### config.mk
export PLATFORM = sky130hd
export DESIGN_NAME = dma2_sched
export DESIGN_NICKNAME = d
export VERILOG_FILES = /design/src/rtl/dma2_pkg.sv /design/src/rtl/dma2_chan.sv /design/src/rtl/dma2_arb.sv /design/src/rtl/dma2_sched.sv
export SDC_FILE = /design/constraint.sdc
export NUM_CORES = 1
export LEC_CHECK = 0
export CAP_MARGIN = 20
export CORE_MARGIN = 8
export CORE_UTILIZATION = 64
export DETAILED_ROUTE_END_ITERATION = 8
export DONT_BUFFER_PORTS = 1
export GPL_TIMING_DRIVEN = 0
export PLACE_DENSITY = 0.8
export SKIP_CTS_REPAIR_TIMING = 1
export SLEW_MARGIN = 25
export SYNTH_ARGS = -nofsm -noshare
export SYNTH_HDL_FRONTEND = slang
export SYNTH_SLANG_ARGS = --single-unit
### constraint.sdc
create_clock -name clk -period 2.2 [get_ports clk]
set_clock_uncertainty 0.1 [all_clocks]
set_input_delay 0.22 -clock clk [delete_from_list [all_inputs] [get_ports clk]]
set_output_delay 0.22 -clock clk [all_outputs]
set_load 0.03 [all_outputs]
### src/rtl/dma2_pkg.sv
package dma2_pkg;

    localparam int CH_N = 2;

    typedef enum logic [1:0] {
        SEL_SRC  = 2'd0,
        SEL_DST  = 2'd1,
        SEL_CNT  = 2'd2,
        SEL_CTRL = 2'd3
    } cfg_sel_e;

    localparam int CTRL_PRIO = 0;
    localparam int CTRL_TEN  = 1;
    localparam int CTRL_LOCK = 2;
    localparam int CTRL_GO   = 3;

    typedef struct packed {
        logic lock_en;
        logic term_en;
        logic prio;
    } chan_ctrl_t;

    function automatic chan_ctrl_t unpack_ctrl(input logic [3:0] w);
        chan_ctrl_t c;
        c.prio    = w[CTRL_PRIO];
        c.term_en = w[CTRL_TEN];
        c.lock_en = w[CTRL_LOCK];
        return c;
    endfunction

    // One-hot pick between two ready channels: priority first, then pointer.
    function automatic logic [1:0] pick2(input logic [1:0] elig,
                                         input logic [1:0] prio,
                                         input logic       turn);
        if (elig == 2'b11) begin
            if (prio[0] != prio[1])
                return prio[1] ? 2'b10 : 2'b01;
            return turn ? 2'b10 : 2'b01;
        end
        return elig;
    endfunction

endpackage

### src/rtl/dma2_chan.sv
module dma2_chan
    import dma2_pkg::*;
#(
    parameter int ADDR_W = 20,
    parameter int CNT_W  = 16
) (
    input  logic              clk,
    input  logic              rst,
    input  logic              wr_en,
    input  cfg_sel_e          wr_sel,
    input  logic [ADDR_W-1:0] wr_data,
    input  logic              drq,
    input  logic              ext,
    input  logic              inflight,
    input  logic              xfer_done,
    input  logic              clr_irq,
    output logic [ADDR_W-1:0] src,
    output logic [ADDR_W-1:0] dst,
    output logic              elig,
    output logic              prio,
    output logic              lock_req,
    output logic              busy,
    output logic              done_cnt,
    output logic              done_ext,
    output logic              irq
);

    localparam logic [ADDR_W-1:0] A_ONE = {{(ADDR_W-1){1'b0}}, 1'b1};
    localparam logic [CNT_W-1:0]  C_ONE = {{(CNT_W-1){1'b0}}, 1'b1};
    localparam logic [CNT_W-1:0]  C_ZERO = '0;

    logic [CNT_W-1:0] cnt;
    chan_ctrl_t       ctrl;
    logic             wr_ok, go, go_zero, last, term_hit, irq_set;

    assign wr_ok    = wr_en && !busy;
    assign go       = wr_ok && (wr_sel == SEL_CTRL) && wr_data[CTRL_GO];
    assign go_zero  = go && (cnt == C_ZERO);
    assign last     = (cnt == C_ONE);
    assign term_hit = busy && ctrl.term_en && ext && !inflight;
    assign irq_set  = (xfer_done && last) || term_hit || go_zero;

    assign elig     = busy && drq && !(ctrl.term_en && ext);
    assign prio     = ctrl.prio;
    assign lock_req = busy && ctrl.lock_en;

    always_ff @(posedge clk) begin
        if (rst) begin
            src      <= '0;
            dst      <= '0;
            cnt      <= '0;
            ctrl     <= '0;
            busy     <= 1'b0;
            done_cnt <= 1'b0;
            done_ext <= 1'b0;
            irq      <= 1'b0;
        end else begin
            irq <= irq_set || (irq && !clr_irq);
            if (wr_ok) begin
                case (wr_sel)
                    SEL_SRC:  src <= wr_data;
                    SEL_DST:  dst <= wr_data;
                    SEL_CNT:  cnt <= wr_data[CNT_W-1:0];
                    default: begin
                        ctrl <= unpack_ctrl(wr_data[3:0]);
                        if (wr_data[CTRL_GO]) begin
                            done_ext <= 1'b0;
                            done_cnt <= go_zero;
                            busy     <= !go_zero;
                        end
                    end
                endcase
            end
            if (xfer_done) begin
                src <= src + A_ONE;
                dst <= dst + A_ONE;
                cnt <= cnt - C_ONE;
                if (last) begin
                    busy     <= 1'b0;
                    done_cnt <= 1'b1;
                end
            end else if (term_hit) begin
                busy     <= 1'b0;
                done_ext <= 1'b1;
            end
        end
    end

endmodule

### src/rtl/dma2_arb.sv
module dma2_arb
    import dma2_pkg::*;
(
    input  logic       clk,
    input  logic       rst,
    input  logic [1:0] elig,
    input  logic [1:0] prio,
    input  logic       take,
    output logic [1:0] gnt
);

    logic turn;
    logic tie;

    assign gnt = pick2(elig, prio, turn);
    assign tie = (elig == 2'b11) && (prio[0] == prio[1]);

    always_ff @(posedge clk) begin
        if (rst)
            turn <= 1'b0;
        else if (take && tie)
            turn <= gnt[0];
    end

endmodule

### src/rtl/dma2_sched.sv
module dma2_sched
    import dma2_pkg::*;
#(
    parameter int ADDR_W = 20,
    parameter int CNT_W  = 16
) (
    input  logic              clk,
    input  logic              rst,
    input  logic              cfg_we,
    input  logic              cfg_ch,
    input  logic [1:0]        cfg_sel,
    input  logic [ADDR_W-1:0] cfg_wdata,
    input  logic              stat_rd,
    input  logic              stat_ch,
    input  logic [1:0]        drq,
    input  logic [1:0]        ext,
    output logic [1:0]        irq,
    output logic              lock,
    output logic [1:0]        stat_busy,
    output logic [1:0]        stat_done_cnt,
    output logic [1:0]        stat_done_ext,
    output logic              bus_req,
    output logic              bus_ch,
    output logic [ADDR_W-1:0] bus_src,
    output logic [ADDR_W-1:0] bus_dst,
    input  logic              bus_ack
);

    logic [ADDR_W-1:0] ch_src [CH_N];
    logic [ADDR_W-1:0] ch_dst [CH_N];
    logic [CH_N-1:0]   ch_elig, ch_prio, ch_lock;
    logic [CH_N-1:0]   inflight, xfer_done;
    logic [1:0]        gnt;
    logic              take;
    logic              gidx;

    for (genvar i = 0; i < CH_N; i++) begin : g_ch
        assign inflight[i]  = bus_req && (bus_ch == 1'(i));
        assign xfer_done[i] = inflight[i] && bus_ack;

        dma2_chan #(.ADDR_W(ADDR_W), .CNT_W(CNT_W)) u_chan (
            .clk       (clk),
            .rst       (rst),
            .wr_en     (cfg_we && (cfg_ch == 1'(i))),
            .wr_sel    (cfg_sel_e'(cfg_sel)),
            .wr_data   (cfg_wdata),
            .drq       (drq[i]),
            .ext       (ext[i]),
            .inflight  (inflight[i]),
            .xfer_done (xfer_done[i]),
            .clr_irq   (stat_rd && (stat_ch == 1'(i))),
            .src       (ch_src[i]),
            .dst       (ch_dst[i]),
            .elig      (ch_elig[i]),
            .prio      (ch_prio[i]),
            .lock_req  (ch_lock[i]),
            .busy      (stat_busy[i]),
            .done_cnt  (stat_done_cnt[i]),
            .done_ext  (stat_done_ext[i]),
            .irq       (irq[i])
        );
    end

    assign take = !bus_req;
    assign gidx = gnt[1];
    assign lock = |ch_lock;

    dma2_arb u_arb (
        .clk  (clk),
        .rst  (rst),
        .elig (ch_elig),
        .prio (ch_prio),
        .take (take),
        .gnt  (gnt)
    );

    always_ff @(posedge clk) begin
        if (rst) begin
            bus_req <= 1'b0;
            bus_ch  <= 1'b0;
            bus_src <= '0;
            bus_dst <= '0;
        end else if (bus_req) begin
            if (bus_ack)
                bus_req <= 1'b0;
        end else if (|gnt) begin
            bus_req <= 1'b1;
            bus_ch  <= gidx;
            bus_src <= ch_src[gidx];
            bus_dst <= ch_dst[gidx];
        end
    end

endmodule

# Word level (Yosys, flattened, before mapping)
# Index checks and enable logic that the tools add are counted.
[classes]
addsub = 6
n_lt_le_gt_ge = 1
n_eq_ne = 8
muxes = 65
bitwise_logic = 6
reduce_logical = 76
[ops]
columns = ["cell", "n"]
rows = [
  ["20-bit two-way mux", 16],
  ["20-bit by 1-bit adder with 20-bit output, second input constant", 4],
  ["16-bit two-way mux", 5],
  ["1-bit two-way mux", 38],
  ["1-bit logical AND", 36],
  ["16-bit by 1-bit == test with 1-bit output, second input constant", 2],
  ["16-bit zero test", 2],
  ["16-bit by 1-bit subtractor with 16-bit output, second input constant", 2],
  ["2-bit AND reduction", 9],
  ["2-bit nonzero test", 8],
  ["2-bit two-way mux", 6],
  ["1-bit zero test", 11],
  ["2-bit == test, second input constant", 3],
  ["1-bit logical OR", 6],
  ["1-bit NOT", 5],
  ["2-bit OR reduction", 2],
  ["3-bit OR reduction", 1],
  ["2-bit by 1-bit == test with 1-bit output, second input constant", 1],
  ["2-bit >= comparator, second input constant", 1],
  ["2-bit zero test", 1],
  ["1-bit NOT with 2-bit output", 1],
  ["1-bit == test", 1],
  ["1-bit != test", 1],
]
[word_totals]
ff_bits = 169
inputBits = 33
out_inout_bits = 51
elab_cells = 187

# Longest topological paths before layout
# Gate-level depths: netlist (run 1).
[depth]
word_depth = 12
ltp_mapped = 9
ltp_nobuf = 6

# Modules after synthesis
# Synthesis (run 1) repeated with hierarchy kept, for this count alone.
[hier_totals]
hier_cells = 1110
hier_area_um2 = 9395.3
[by_module_without_submodules]
columns = ["mod", "n_inst", "cells_each", "area_each_um2", "seq_area_each_um2"]
rows = [
  ["dma2_chan", 2, 471, 3756.1, 1261.2],
  ["dma2_sched", 1, 156, 1799.2, 840.8],
  ["dma2_arb", 1, 12, 83.8, 20.0],
]

# Worst setup path after synthesis (run 1)
# Ideal clock, no wire load.
[synth_path]
path_type = "register -> register"
from = "reg bus_req"
to = "reg g_ch[0].u_chan.cnt[15]"
setup_time_ns = 0.128
arrival_ns = 1.950
t_required_ns = 1.972
setup_slack_ns = 0.023
stages_incl_launch_ff = 8
path_buffers = 2
period_less_slack_ns = 2.177
cell_sequence = "dfxtp_1 buf_4 and3b_1 buf_2 nand4_1 or3b_2 a31oi_1 nor2_1"
[synth_between]
elab_chain_len = 4
[synth_rtl]
columns = ["element", "line_no", "source"]
rows = [
  ["from (decl)", "dma2_sched.sv:22", "output logic bus_req,"],
  ["from (signal assigned)", "dma2_sched.sv:79", "bus_req <= 1'b0;"],
  ["from (signal assigned)", "dma2_sched.sv:85", "bus_req <= 1'b0;"],
  ["from (signal assigned)", "dma2_sched.sv:87", "bus_req <= 1'b1;"],
  ["1-bit logical AND *", "dma2_sched.sv:38", "assign inflight[i] = bus_req && (bus_ch == 1'(i));"],
  ["1-bit logical AND *", "dma2_sched.sv:39", "assign xfer_done[i] = inflight[i] && bus_ack;"],
  ["2-bit nonzero test (no source line)", "n/a", ""],
  ["2-bit AND reduction (no source line)", "n/a", ""],
  ["to (signal assigned)", "dma2_chan.sv:63", "SEL_CNT: cnt <= wr_data[CNT_W-1:0];"],
  ["to (signal assigned)", "dma2_chan.sv:77", "cnt <= cnt - C_ONE;"],
  ["to (decl)", "dma2_chan.sv:32", "logic [CNT_W-1:0] cnt;"],
]
# Every way passes the cells marked *; elsewhere a longest branch is shown, timed or not.
# A chain may end at the register's enable or synchronous reset.

# Worst setup path after layout (run 1)
[layout_path]
from = "reg g_ch[1].u_chan.busy"
to = "reg bus_dst[0]"
[layout_between]
elab_chain_len = 9
[layout_rtl]
columns = ["element", "line_no", "source"]
rows = [
  ["from (decl)", "dma2_chan.sv:22", "output logic busy,"],
  ["from (signal assigned)", "dma2_chan.sv:69", "busy <= !go_zero;"],
  ["1-bit logical AND * (2 in a row)", "dma2_chan.sv:43", "assign elig = busy && drq && !(ctrl.term_en && ext);"],
  ["2-bit == test", "dma2_pkg.sv:35", "if (elig == 2'b11) begin"],
  ["1-bit two-way mux", "dma2_pkg.sv:35", ""],
  ["2-bit two-way mux *", "dma2_pkg.sv:40", "return elig;"],
  ["1-bit NOT with 2-bit output (not written as such)", "dma2_sched.sv:90", "bus_dst <= ch_dst[gidx];"],
  ["20-bit two-way mux (not written as such) (3 in a row)", "dma2_sched.sv:90", ""],
  ["to (signal assigned)", "dma2_sched.sv:90", ""],
  ["to (decl)", "dma2_sched.sv:25", "output logic [ADDR_W-1:0] bus_dst,"],
]
# Every way passes the cells marked *; elsewhere a longest branch is shown, timed or not. The select of a mux whose other input is x is not followed.

==> results of run 1 <==
==> cells by family (layout without fill, tap and decap cells) <==
| family | Yosys count | after routing | synth area share [%] |
|---|---|---|---|
| AOI/OAI and AO/OA | 327 | 327 | 25.3 |
| xor gates and xnor gates | 14 | 14 | 1.37 |
| adders and majority gates | 10 | 10 | 1.40 |
| buffers and inverters | 104 | 175 | 5.19 |
| DFF | 169 | 169 | 37.8 |
| muxes | 5 | 5 | 0.602 |
| other | 0 | 3 | 0 |
| and+or+nand+nor | 536 | 536 | 28.3 |
==> sequential cells by signal, summed over array words and instances, names as in the netlist <==
| name | cells |
|---|---|
| g_ch.u_chan.done_ext | 2 |
| g_ch.u_chan.done_cnt | 2 |
| g_ch.u_chan.src | 40 |
| u_arb.turn | 1 |
| bus_ch | 1 |
| bus_req | 1 |
| g_ch.u_chan.ctrl | 4 |
| g_ch.u_chan.irq | 2 |
| bus_dst | 20 |
| bus_src | 20 |
| g_ch.u_chan.cnt | 32 |
| g_ch.u_chan.dst | 40 |
| g_ch.u_chan.busy | 2 |
| g_ch.u_chan.prio | 2 |
==> final timing paths <==
check	from	slack, ns	endpoint	cells past startpoint
hold reg to reg	g_ch[0].u_chan.done_cnt	0.36	g_ch[0].u_chan.done_cnt	2
setup / recovery	g_ch[1].u_chan.busy	-0.06	bus_dst[0]	5
setup reg to reg	g_ch[1].u_chan.busy	-0.06	bus_dst[0]	5
hold / removal	cfg_wdata[10]	-0.18	g_ch[1].u_chan.cnt[10]	2
==> power by group through the flow <==
| stage | combinational [uW] | sequential, uW | clock, uW |
|---|---|---|---|
| floorplan | 368 | 3310 | 0 |
| global placement | 489 | 3340 | 0 |
| detailed placement | 498 | 3340 | 0 |
| CTS | 503 | 3270 | 3220 |
| global route | 660 | 3290 | 3360 |
| finish | 630 | 3280 | 3270 |
==> through the flow <==
stage                     worst slack, ns  util [%]  hold slack (ns)  cells
after floorplan                    0.0226         -            0.256   1165
after global placement             -0.486      66.6            0.261   1345
after detailed placement           -0.524      66.6            0.266   1345
after CTS                          -0.584      71.1           -0.185   1376
after global routing              -0.0869      75.7           -0.181   1417
final                             -0.0614      75.7           -0.184   1419
==> cell type report <==
class,instances,area [sq um]
flip-flops and latches,169,3390
inverters,20,75.1
multi-input cells,892,5250
plain buffers,83,457
repair buffers,41,403
clock inverters,8,143
well taps,180,225
clock buffers,23,478
diodes,3,7.51
fillers,1035,3340
==> synth_stat cells, types with 4 or more instances <==
cell       instances  area (sq um)
nand3_1           54           270
o211ai_1          12          90.1
or3_1             14          87.6
a31o_2             6          52.6
a222oi_1           6          60.1
nor4_1            14          87.6
and3_1             7          43.8
xor2_1             7          61.3
nand2_1          190           713
clkbuf_1          49           184
a21oi_1           73           365
nand4_1           23           144
nor2b_1            5          31.3
nor3_2             4          40.0
a311oi_1          48           420
buf_1              6          22.5
buf_4             10          75.1
a32oi_1            4          35.0
a22oi_1            5          37.5
inv_1             20          75.1
nor3_1            33           165
a2bb2oi_1          9          78.8
dfxtp_1          169          3380
o311ai_0           5          43.8
ha_1              10           125
a211oi_1          25           188
and4_1             6          52.6
a221oi_1          12           105
xnor2_1            7          61.3
o31ai_1            5          37.5
a31oi_1           26           163
buf_2             17          85.1
a2111oi_0          6          52.6
or4_1              9          67.6
o21ai_0           53           265
o22ai_1            4          25.0
nor2_1           145           544
==> worst max-delay path: stages, from the launching register on <==
cell and delay [ns]:
dfxtp_1 0.52, nand3_1 0.32, o21ba_2 0.48, clkbuf_4 0.32, nand2_1 0.12, a311oi_1 0.30
==> layer usage <==
layer | vias to the layer above | global-route usage, % | wire (microns)
met5 | - | 0 | 13
met4 | 2 | 23.1 | 2190
met3 | 178 | 11.7 | 5520
met2 | 917 | 53.2 | 15000
met1 | 4648 | 46.1 | 13000
li1 | 4457 | - | -
==> results_dict.tcl, run 1 <==
set metrics [dict create \
    status "finished, violations left" \
    failed_checks "negative hold slack, negative setup slack" \
    vdd_drop_max_uv 429 \
    seq_power_share_pct 45.6 \
    worstPathRequired_ns 2.43 \
    drive_gt1_share_pct 13.2 \
    setup_ws_ns -0.0614 \
    power_uw 7180 \
    die_x_microns 134 \
    grt_usage_pct 36.7 \
    hold_viol_final 17 \
    maxCapViolations 0 \
    via_count 10200 \
    die_y_microns 134 \
    hold_ws_ns -0.184 \
    avgSynthCellArea_sq_um 7.68 \
    clock_sinks 169 \
    io_buffer_count 0 \
    power_frac_comb_pct 8.8 \
    drt_iter0_drc 1784 \
    cp.arrival_ns 2.49 \
    dieArea_sq_mm 0.0180 \
    layout_common_cells "nand2_1, dfxtp_1, nor2_1, a21oi_1" \
    ioPinCount 84 \
    clk_pin_slew_worst_paths_ns 0.06 \
    vias_per_cell 7.19 \
    cts_tree "built" \
    clockBufferDepth 2 \
    rows 43 \
    crit_type "flip-flop to flip-flop" \
    fmax_mhz 442 \
    wl_mm 35.7 \
    start_kind "flip-flop" \
    drc 0 \
    antenna_left 0 \
    ys.warnings.count 0 \
    p_int_uw 5330 \
    first_pass_iters 6 \
    end_kind "flip-flop" \
    synth-seq-cells 169 \
    async_flop_share_pct 0 \
    grt_pass1_wl_mm 51.2 \
    cellPowerDensity_mw_per_mm2 689 \
    worst_pin_slew_ns 0.906 \
    final_common_cell "nand2_1" \
    slew_headroom_pct 39.6 \
    coreArea_sq_mm 0.0138 \
    overflow 0 \
    leakage_uw 0.00332 \
    synthDistinctLibCells 77 \
    clk_latency_ns 0.44 \
    place.gp.congestion 0.997 \
    synth_edf_count 0 \
    antenna_found_initial 3 \
    syn2layout_area_growth_pct 16.6 \
    placed_area_sq_mm 0.00917 \
    root_buffer "clkbuf_16" \
    setup_tns_ns -0.105 \
    initial_core_util_pct 64.9 \
    synth_nets 1208 \
    rsz0062_at_grt "yes" \
    syn-cell-area_sq_mm 0.00894 \
    cts_inserted_buffers 17 \
    post-dp-hpwl_mm 23.8 \
    crit_fanout 10 \
    fin_crit_sh_pct 103 \
    power.net_switching_uw 1850 \
    netlist_instances 1165 \
    finalCriticalPeriod_ns 2.26 \
    ctsHtreeMaxLevel 4 \
    synth_ff_type "dfxtp_1" \
    fin_area_sq_mm 0.0104 \
    wl_per_cell_microns 25.2 \
    nNetsFinal 1267 \
    hold_path_class "input port to flip-flop" \
    setup_viol 4 \
    ys_seq_area_share_pct 37.8 \
    swShare_pct 25.7 \
    clkPwrFrac_pct 45.6 \
    grt_max_degree 17 \
    slew_violations 0 \
    grt_pass1_vias 8856 \
]
No activity file was read; power rests on OpenSTA's default activity.
==> inputs of run 2 (changes only) <==
SYNTH_HIERARCHICAL = 1   (was default)
==> run 2 against run 1 <==
The run ends with negative hold slack left. Synthesized cell count is 4.7% lower. Sequential power is 2% lower. Via count is 2.1% lower. Clock-buffer cell count is 5 lower. Clock power is 7.6% lower. Utilization is 0.96 points lower. Critical path type unchanged. Highest routed layer unchanged.
==> results_dict.tcl, run 2 <==
set metrics [dict create \
    synth.top_cells.by_count "dfxtp_1, nand2_1, a21oi_1" \
    syn2layout_area_growth_pct 14.8 \
    crit_end "g_ch[1].u_chan/cnt[11]" \
    grt_pass1_wl_mm 50.7 \
    crit_start "g_ch[1].u_chan/cnt[2]" \
    synthDistinctLibCells 60 \
    initial_core_util_pct 65.1 \
    via_count 9992 \
    reg_top3 "g_ch.u_chan/dst x40, g_ch.u_chan/src x40, g_ch.u_chan/cnt x32" \
    clk_latency_ns 0.45 \
    cts_inserted_buffers 17 \
    power_frac_comb_pct 8.1 \
    avgSynthCellArea_sq_um 8.46 \
    ys_top_cells_by_area "dfxtp_1, mux2i_1, a21oi_1, o2bb2ai_1, nand2_1" \
    syn-cell-area_sq_mm 0.00940 \
    slew_headroom_pct 47.4 \
    fin_crit_sh_pct 99.4 \
    first_pass_iters 8 \
    setup_viol 0 \
    cts_tree "built" \
    ys.warnings.count 6 \
    synth_ff_type "dfxtp_1" \
    fill_cells 1067 \
    fmax_mhz 457 \
    crit_type "flip-flop to flip-flop" \
    drive_gt1_share_pct 13.2 \
    vias_per_cell 7.33 \
    setup_tns_ns 0 \
    die_x_microns 137 \
    antenna_left 0 \
    synth-seq-cells 169 \
    layout_common_cells "dfxtp_1, nand2_1, a21oi_1, mux2i_1, nor2_1" \
    antenna_found_initial 1 \
    r2r-start "g_ch[1].u_chan/cnt[2]" \
    netlist_instances 1110 \
    hold_viol_final 5 \
    p_int_uw 4920 \
    root_buffer "clkbuf_16" \
    drc 0 \
    cellPowerDensity_mw_per_mm2 628 \
    clockBufferDepth 2 \
    layout.cells.non_filler 1364 \
    synth_top_area_cell "dfxtp_1" \
    async_flop_share_pct 0 \
    slew_violations 0 \
    rows 44 \
    hold_ws_ns -0.0166 \
    hold_path_class "input port to flip-flop" \
    r2r_setup_slack_ns 0.01 \
    die_y_microns 137 \
    overflow 0 \
    nNetsFinal 1210 \
    ys_seq_area_share_pct 36.0 \
    yosysMostFrequentCell "dfxtp_1" \
    placed_area_sq_mm 0.00963 \
    maxCapViolations 0 \
    worstPathRequired_ns 2.46 \
    r2r_end "g_ch[1].u_chan/cnt[11]" \
    ctsHtreeMaxLevel 4 \
    synth_nets 1153 \
    grt_max_degree 17 \
    seq_area_sq_mm 0.00341 \
    vdd_drop_max_uv 602 \
    dieArea_sq_mm 0.0188 \
    place.gp.congestion 1.00 \
    leakage_uw 0.00346 \
    diodes 0 \
    dp_cells 1294 \
    drt_iter0_drc 1749 \
    grt_usage_pct 35.3 \
    final_core_util_pct 74.8 \
    status "finished, violations left" \
    worst_pin_slew_ns 0.786 \
    whs_path_depth 2 \
    swShare_pct 27.3 \
    coreArea_sq_mm 0.0144 \
    power.net_switching_uw 1850 \
    end_kind "flip-flop" \
    seq_power_share_pct 47.3 \
    clock_sinks 169 \
    grt_pass1_vias 8611 \
    rr_worst_depth 4 \
    wl_mm 35.1 \
    wl_per_cell_microns 25.7 \
    holdCritStartpoint "cfg_wdata[18]" \
    crit_fanout 8 \
    synth_edf_count 0 \
    finalCriticalPeriod_ns 2.19 \
    ioPinCount 84 \
    start_kind "flip-flop" \
    yosysTopAreaCellShare_pct 36.0 \
    clkPwrFrac_pct 44.6 \
    clk_pin_slew_worst_paths_ns 0.07 \
    multi_input_area_sq_mm 0.00573 \
    failed_checks "negative hold slack" \
    fin_area_sq_mm 0.0108 \
    cp.arrival_ns 2.45 \
    final_common_cell "dfxtp_1" \
    post-dp-hpwl_mm 22.8 \
    io_buffer_count 0 \
]
[run 2: power by group through the flow]
| stage | Sequential (uW) | Clock [uW] | Combinational [uW] |
|---|---|---|---|
| global placement | 3270 | 0 | 390 |
| detailed placement | 3270 | 0 | 396 |
| global route | 3210 | 3160 | 570 |
| floorplan | 3240 | 0 | 305 |
| CTS | 3200 | 3000 | 399 |
| finish | 3200 | 3020 | 548 |
[run 2: stage by stage]
| stage | total power, uW | hold WS, ns | worst slack [ns] |
|---|---|---|---|
| detailed placement | 3660 | 0.188 | -0.972 |
| finish | 6770 | -0.0166 | 0.0124 |
| CTS | 6600 | -0.270 | -0.989 |
| global placement | 3660 | 0.186 | -0.967 |
| floorplan | 3550 | 0.185 | 0.0564 |
| global route | 6940 | 0.00435 | -0.0685 |
[run 2: cell families (layout without fill, tap and decap cells)]
group,after synthesis,after routing,share of synthesized area [%]
AO/OA/AOI/OAI,334,334,24.0
multiplexers,76,76,8.28
flip-flops,169,169,36.0
XOR/XNOR,3,3,0.280
adder cells (fa/ha/maj),11,11,1.44
AND/OR/NAND/NOR,423,423,25.7
buffers and inverters,94,164,4.30
[run 2: cell type report]
type	instances	share of cell area (%)
Clock buffer	18	4.07
Buffer	66	3.43
Sequential cell	169	31.6
Timing Repair inverter	1	0.0464
Inverter	27	1.01
Multi-Input combinational cell	847	53.1
Clock inverter	14	1.28
Tap cell	184	2.14
Timing Repair Buffer	38	3.32
[run 2: per-layer routing]
metal | routed length, microns | global-route usage (%) | vias to the layer above
li1 | - | - | 4414
met1 | 13100 | 45.5 | 4616
met5 | 13 | 0 | -
met2 | 14800 | 52.1 | 783
met3 | 5050 | 9.69 | 177
met4 | 2150 | 20.1 | 2
[run 2: worst min path at each step]
stage and endpoint:
6_report g_ch[0].u_chan/src[18], 3_3_place_gp bus_req, 3_5_place_dp bus_req, 5_1_grt g_ch[0].u_chan/dst[18]
4_1_cts bus_req, 2_1_floorplan bus_req
[run 2: critical path, cell delays in order (launching register included)]
cell	delay (ns)
dfxtp_1	0.42
nor4_2	0.64
nand2_1	0.38
or3_1	0.39
a31oi_1	0.17
